`src/rtl/wdog_pkg.sv`:
```
package wdog_pkg;

  localparam logic [1:0] ADDR_CTRL = 2'd0;
  localparam logic [1:0] ADDR_KICK = 2'd1;
  localparam logic [1:0] ADDR_STAT = 2'd2;

  localparam logic [15:0] KEY_FIRST  = 16'h0123;
  localparam logic [15:0] KEY_SECOND = 16'h3210;

  typedef struct packed {
    logic       evt_rst;   // 1: reset request, 0: interrupt
    logic       lp_stop;   // hold count while lp_i
    logic [3:0] win_mask;  // bit q enables quarter q (q0 = top)
    logic [2:0] pre_sel;
    logic [1:0] per_sel;
  } ctrl_t;

  localparam int CTRL_W = $bits(ctrl_t);

  function automatic logic [4:0] pre_shift(input logic [2:0] sel);
    case (sel)
      3'd0:    return 5'd2;
      3'd1:    return 5'd6;
      3'd2:    return 5'd7;
      3'd3:    return 5'd8;
      3'd4:    return 5'd9;
      3'd5:    return 5'd10;
      3'd6:    return 5'd11;
      default: return 5'd13;
    endcase
  endfunction

  function automatic logic [4:0] per_shift(input logic [1:0] sel);
    case (sel)
      2'd0:    return 5'd8;
      2'd1:    return 5'd12;
      2'd2:    return 5'd14;
      default: return 5'd16;
    endcase
  endfunction

endpackage

```
`src/rtl/wdog_keyseq.sv`:
```
module wdog_keyseq #(
  parameter int DATA_W = 16
) (
  input  logic              clk_i,
  input  logic              rst_ni,
  input  logic              kick_wr_i,
  input  logic [DATA_W-1:0] kick_data_i,
  output logic              refresh_o
);
  import wdog_pkg::*;

  logic armed_q;

  // any write that is not the expected next key drops back to the first key
  always_ff @(posedge clk_i or negedge rst_ni) begin
    if (!rst_ni) armed_q <= 1'b0;
    else if (kick_wr_i) armed_q <= !armed_q && (kick_data_i == DATA_W'(KEY_FIRST));
  end

  assign refresh_o = kick_wr_i && armed_q && (kick_data_i == DATA_W'(KEY_SECOND));

endmodule

```
`src/rtl/wdog_prescaler.sv`:
```
module wdog_prescaler #(
  parameter int PRE_W = 13
) (
  input  logic       clk_i,
  input  logic       rst_ni,
  input  logic       en_i,
  input  logic       clr_i,
  input  logic [4:0] shift_i,
  output logic       tick_o
);
  logic [PRE_W-1:0] pre_q;
  logic [PRE_W:0]   div_oh;
  logic [PRE_W-1:0] last;

  assign div_oh = (PRE_W+1)'(1) << shift_i;
  assign last   = PRE_W'(div_oh - 1'b1);
  assign tick_o = en_i && (pre_q == last);

  always_ff @(posedge clk_i or negedge rst_ni) begin
    if (!rst_ni)     pre_q <= '0;
    else if (clr_i)  pre_q <= '0;
    else if (tick_o) pre_q <= '0;
    else if (en_i)   pre_q <= pre_q + 1'b1;
  end

endmodule

```
`src/rtl/wdog_counter.sv`:
```
module wdog_counter #(
  parameter int CNT_W = 16
) (
  input  logic             clk_i,
  input  logic             rst_ni,
  input  logic             load_i,
  input  logic             tick_i,
  input  logic [4:0]       shift_i,
  output logic [CNT_W-1:0] cnt_o,
  output logic             uf_o,
  output logic [1:0]       quarter_o
);
  logic [CNT_W-1:0] cnt_q;
  logic [CNT_W:0]   per_oh;
  logic [CNT_W-1:0] reload;
  logic [1:0]       top_bits;

  assign per_oh   = (CNT_W+1)'(1) << shift_i;
  assign reload   = CNT_W'(per_oh - 1'b1);
  assign top_bits = 2'(cnt_q >> (shift_i - 5'd2));
  // quarter 0 is the top of the range
  assign quarter_o = ~top_bits;
  assign uf_o      = tick_i && !load_i && (cnt_q == '0);
  assign cnt_o     = cnt_q;

  always_ff @(posedge clk_i or negedge rst_ni) begin
    if (!rst_ni)      cnt_q <= '0;
    else if (load_i)  cnt_q <= reload;
    else if (tick_i)  cnt_q <= (cnt_q == '0) ? reload : cnt_q - 1'b1;
  end

endmodule

```
`src/rtl/wdog_win.sv`:
```
module wdog_win #(
  parameter int DATA_W = 16,
  parameter int CNT_W  = 16,
  parameter int PRE_W  = 13
) (
  input  logic              clk_i,
  input  logic              rst_ni,
  input  logic              wr_i,
  input  logic [1:0]        addr_i,
  input  logic [DATA_W-1:0] wdata_i,
  output logic [DATA_W-1:0] rdata_o,
  input  logic              lp_i,
  output logic              irq_o,
  output logic              rst_req_o
);
  import wdog_pkg::*;

  ctrl_t            ctrl_q;
  logic             running_q, uf_q, err_q, rst_req_q;
  logic             refresh, start, in_win, ok_refresh, bad_refresh;
  logic             load, tick, cnt_en, uf_evt, evt, stat_wr;
  logic [CNT_W-1:0] cnt;
  logic [1:0]       quarter;

  wdog_keyseq #(.DATA_W(DATA_W)) u_keyseq (
    .clk_i       (clk_i),
    .rst_ni      (rst_ni),
    .kick_wr_i   (wr_i && (addr_i == ADDR_KICK)),
    .kick_data_i (wdata_i),
    .refresh_o   (refresh)
  );

  assign start       = refresh && !running_q;
  assign in_win      = ctrl_q.win_mask[quarter];
  assign ok_refresh  = refresh && running_q && in_win;
  assign bad_refresh = refresh && running_q && !in_win;
  assign load        = start || ok_refresh;
  assign cnt_en      = running_q && !(lp_i && ctrl_q.lp_stop);

  wdog_prescaler #(.PRE_W(PRE_W)) u_pre (
    .clk_i   (clk_i),
    .rst_ni  (rst_ni),
    .en_i    (cnt_en),
    .clr_i   (load),
    .shift_i (pre_shift(ctrl_q.pre_sel)),
    .tick_o  (tick)
  );

  wdog_counter #(.CNT_W(CNT_W)) u_cnt (
    .clk_i     (clk_i),
    .rst_ni    (rst_ni),
    .load_i    (load),
    .tick_i    (tick),
    .shift_i   (per_shift(ctrl_q.per_sel)),
    .cnt_o     (cnt),
    .uf_o      (uf_evt),
    .quarter_o (quarter)
  );

  assign evt     = uf_evt || bad_refresh;
  assign stat_wr = wr_i && (addr_i == ADDR_STAT);

  always_ff @(posedge clk_i or negedge rst_ni) begin
    if (!rst_ni) begin
      ctrl_q    <= '0;
      running_q <= 1'b0;
      uf_q      <= 1'b0;
      err_q     <= 1'b0;
      rst_req_q <= 1'b0;
    end else begin
      if (wr_i && (addr_i == ADDR_CTRL) && !running_q)
        ctrl_q <= ctrl_t'(wdata_i[CTRL_W-1:0]);
      if (start) running_q <= 1'b1;
      // set wins over write-one-to-clear
      uf_q      <= uf_evt      || (uf_q  && !(stat_wr && wdata_i[0]));
      err_q     <= bad_refresh || (err_q && !(stat_wr && wdata_i[1]));
      rst_req_q <= evt && ctrl_q.evt_rst;
    end
  end

  assign irq_o     = (uf_q || err_q) && !ctrl_q.evt_rst;
  assign rst_req_o = rst_req_q;

  always_comb begin
    case (addr_i)
      ADDR_CTRL: rdata_o = DATA_W'(ctrl_q);
      ADDR_KICK: rdata_o = DATA_W'(cnt);
      ADDR_STAT: rdata_o = DATA_W'({err_q, uf_q});
      default:   rdata_o = '0;
    endcase
  end

endmodule

```
`config.mk`:
```
export PLATFORM = sky130hd
export DESIGN_NAME = wdog_win
export DESIGN_NICKNAME = d
export VERILOG_FILES = /design/src/rtl/wdog_pkg.sv /design/src/rtl/wdog_keyseq.sv /design/src/rtl/wdog_prescaler.sv /design/src/rtl/wdog_counter.sv /design/src/rtl/wdog_win.sv
export SDC_FILE = /design/constraint.sdc
export NUM_CORES = 1
export LEC_CHECK = 0
export ABC_AREA = 1
export BUFFER_PORTS_ARGS = -buffer_cell sky130_fd_sc_hd__buf_2
export CORE_MARGIN = 4
export CORE_UTILIZATION = 54
export CTS_CLUSTER_DIAMETER = 100
export DETAILED_ROUTE_END_ITERATION = 8
export GPL_ROUTABILITY_DRIVEN = 0
export HOLD_SLACK_MARGIN = 0.15
export PLACE_DENSITY = 0.84
export SYNTH_ARGS = -nofsm -noshare
export SYNTH_HDL_FRONTEND = slang
export SYNTH_SLANG_ARGS = --single-unit
```
`constraint.sdc`:
```
create_clock -name clk_i -period 1.9 [get_ports clk_i]
set_input_delay 0.285 -clock clk_i [delete_from_list [all_inputs] [get_ports clk_i]]
set_output_delay 0.285 -clock clk_i [all_outputs]
set_load 0.02 [all_outputs]
```
==> impl_metrics.csv <==
group,metric,value,unit
sta,finClkSkew,18.2,ps
synthesis,synth_top_area_share,0.307,
setup_path,critical_path.top_delay_family,"simple AND/OR/NAND/NOR gates",
sta,worst_pin_slew,573,ps
detailed_routing,drc,172,
synthesis,synthXorXnorAreaFrac,0.0502,
floorplanning,initial_core_util,0.568,
detailed_routing,detail_route.wl_per_cell,20.7,um
sta,fin_ws,-506,ps
hold_path,min_path_type,"primary input to flip-flop",
detailed_routing,drtAntennaViolNets,0,
grt,grt_pass1_wl,20200,um
cells_and_area,final_nets,670,
power_and_ir_drop,p_per_area,424,nW/um^2
synthesis,synth_seq_cells,45,
sta,fmax,0.416,GHz
setup_path,slowest_stage,"dfrtp_1",
clock_network,h-tree-depth,2,
setup_path,cp-start-kind,"flip-flop",
sta,setup_violations,32,
synthesis,ys.flop_type,"dfrtp_1",
synthesis,syn_avg_cell_area,6.62,um^2
synthesis,yosys-top-cells-count,"nand2_1 (184), nand3_1 (70), inv_1 (57)",
setup_path,cp.depth,15,
floorplanning,core_area,6460,um^2
synthesis,synthTopCellsByArea,"dfrtp_1 (31%), nand2_1 (19%), nand3_1 (9.6%), inv_1 (5.8%), nor2_1 (5.6%)",
sta,slew_headroom,0.615,
cells_and_area,fill_cells,393,
detailed_routing,routed_wl,14800,um
placed_design,port_buffers,39,
synthesis,synth.net_count,587,
setup_path,end_kind,"flip-flop",
setup_path,crit_fanout,8,
outcome,outcome,"complete, but fails checks",
cells_and_area,fin_util,0.741,
grt,grt_overflow,0,
synthesis,netlist.top_cell.by_area,"dfrtp_1",
sta,setup_tns,-11650,ps
grt,grt_usage,0.304,
clock_network,clk_pin_slew,100,ps
synthesis,yosysMostFrequentCell,"nand2_1",
synthesis,yosysWarnings,0,
floorplanning,die_y,90.4,um
setup_path,max_stage_delay,410,ps
hold_path,hold_depth,2,
floorplanning,dieWidth,90.4,um
setup_path,path_cells,"inv_2 -> ha_4 -> inv_8 -> nand2_1 -> nand3_2 -> nand3_4 -> nand2_2 -> nand2_1 -> nand3_2 -> nand3_4 -> buf_6 -> nand2_8 -> nor2_4 -> nand2_1 -> nand2_1",
clock_network,clock_sinks,45,
cells_and_area,drive_gt1_frac,0.298,
sta,fin_crit_sh,1.27,
cells_and_area,syn2layout_area_growth,30.5,%
synthesis,yosysUniqueCellTypes,38,
grt,grt_max_degree,28,
clock_network,cts_buffer_depth,2,
outcome,violations,"design-rule violations, negative setup slack",
power_and_ir_drop,leakagePower,2.42,nW
synthesis,synth_top_family_by_area,"simple AND/OR/NAND/NOR gates",
setup_path,crit_top_cell,"nand2_1",
synthesis,ys_seq_area_frac,0.307,
detailed_routing,vias,4722,
floorplanning,dieArea,8170,um^2
detailed_routing,first_pass_iters,9,
cells_and_area,register_area,1130,um^2
sta,rsz0062_at_grt,"true",
detailed_routing,drtIter0Drc,1024,
setup_path,critical_path_arrival,2660,ps
synthesis,synth_compound_area_frac,0.0601,
setup_path,rr_worst_depth,15,
synthesis,yosys.area_share.simple,0.444,
clock_network,cts_tree,"done",
synthesis,synth_edf_count,0,
floorplanning,fp-row-count,29,
sta,finalMaxSlewViolations,0,
grt,antenna_found_initial,0,
sta,hold_violations,0,
cells_and_area,multi_input_area,2520,um^2
job,cap_violations,0,
clock_network,insertion_delay,320,ps
setup_path,critPathBufInv,3,
synthesis,synthCells,554,
power_and_ir_drop,peakVddDrop,0.476,mV
synthesis,synthArstFlopShare,1.00,
clock_network,clock-root-buffer,"clkbuf_8",
grt,grt_pass1_vias,4236,
synthesis,synthMuxAreaShare,0.00614,
setup_path,criticalPathCategory,"flip-flop to flip-flop",
power_and_ir_drop,p_total,0.00203,W
synthesis,synthAdderAreaFrac,0.0375,
floorplanning,boundaryPins,40,
synthesis,syn-cell-area,3670,um^2
detailed_routing,viasPerCell,6.60,
setup_path,cp.required,2150,ps
sta,period_needed,2410,ps
cells_and_area,antennaDiodeCount,0,
clock_network,cts_buffers,5,
placed_design,dpl.hpwl,8270,um
[per-layer routing]
layer | track usage | wire length (um)
met2 | 0.477 | 6220
met1 | 0.380 | 5030
met4 | 0.182 | 1480
met5 | 0 | 0
met3 | 0.0700 | 2080
[worst reg2reg max path: cells and delay by family (launching register included)]
kind / cells / cell delay, ps
and+or+nand+nor: 11 / 1400
DFF: 1 / 410
adders and majority gates: 1 / 220
buffers and inverters: 3 / 330
[worst paths after layout]
path                                                endpoint  slack [ps]                          from
worst min-delay path                   ctrl_q[7]$_DFFE_PN0P_         230                    wdata_i[7]
worst max register to register    u_cnt.cnt_o[8]$_DFFE_PN0P_        -510         ctrl_q[0]$_DFFE_PN0P_
min in group asynchronous              ctrl_q[3]$_DFFE_PN0P_         440                        rst_ni
worst min register to register  u_keyseq.armed_q$_DFFE_PN0P_         560  u_keyseq.armed_q$_DFFE_PN0P_
worst max-delay path              u_cnt.cnt_o[8]$_DFFE_PN0P_        -510         ctrl_q[0]$_DFFE_PN0P_
max in group asynchronous        u_cnt.cnt_o[10]$_DFFE_PN0P_         920                        rst_ni
[flip-flops by register name, indices dropped and copies added, names as in the netlist]
register          count
u_cnt.cnt_o          16
u_pre.pre_q          13
ctrl_q               11
err_q                 1
rst_req_o             1
running_q             1
u_keyseq.armed_q      1
uf_q                  1
[cell families after synthesis]
family                   after synthesis
AO/OA/AOI/OAI                         39
buffers and inverters                 77
other                                  1
flip-flops                            45
XOR/XNOR                              21
adder cells (fa/ha/maj)               11
multiplexers                           2
AND/OR/NAND/NOR                      358
[through the flow]
| stage | worst slack, ps | cells | instance area, um^2 | hold slack (ps) |
|---|---|---|---|---|
| after floorplan | -34.8 | 554 | 3680 | -10.6 |
| after global placement | -69.6 | 695 | 4220 | 248 |
| after detailed placement | -189 | 695 | 4220 | 264 |
| after CTS | -148 | 711 | 4560 | 227 |
| after global routing | -559 | 715 | 4790 | 240 |
| final | -506 | 715 | 4790 | 226 |
[placed cells by master (no fill, tap or decap), types with 7 or more instances in the layout]
cell and n:
buf_2 39, buf_4 39, dfrtp_1 45, ha_1 8, inv_1 52, nand2_1 149
nand2_2 34, nand3_1 49, nand3_2 20, nand4_1 16, nor2_1 55, nor3_1 7
o21ai_0 25, xor2_1 20
[cell type report]
cell class	instances	area share
Multi-Input combinational cell	434	0.528
Inverter	62	0.0518
Tap cell	77	0.0201
Clock buffer	6	0.0173
Timing Repair Buffer	89	0.140
Sequential cell	45	0.235
Clock inverter	2	0.00784
[power breakdown]
part	internal [W]	total [W]	switching, W
clock network	0.000428	0.000802	0.000373
logic	0.0000802	0.000224	0.000144
registers	0.000974	0.00101	0.0000322
[what timing repair did]
action | in CTS | in global routing
setup endpoints to repair | 31 | 32
endpoints found under the hold margin | 18 | 0
gates cloned | 3 | 0
buffers inserted | 5 | 4
pin swaps | 26 | 20
gates resized for setup | 37 | 50
hold buffers | 1 | 0
Power figures use the tool's default switching activity.
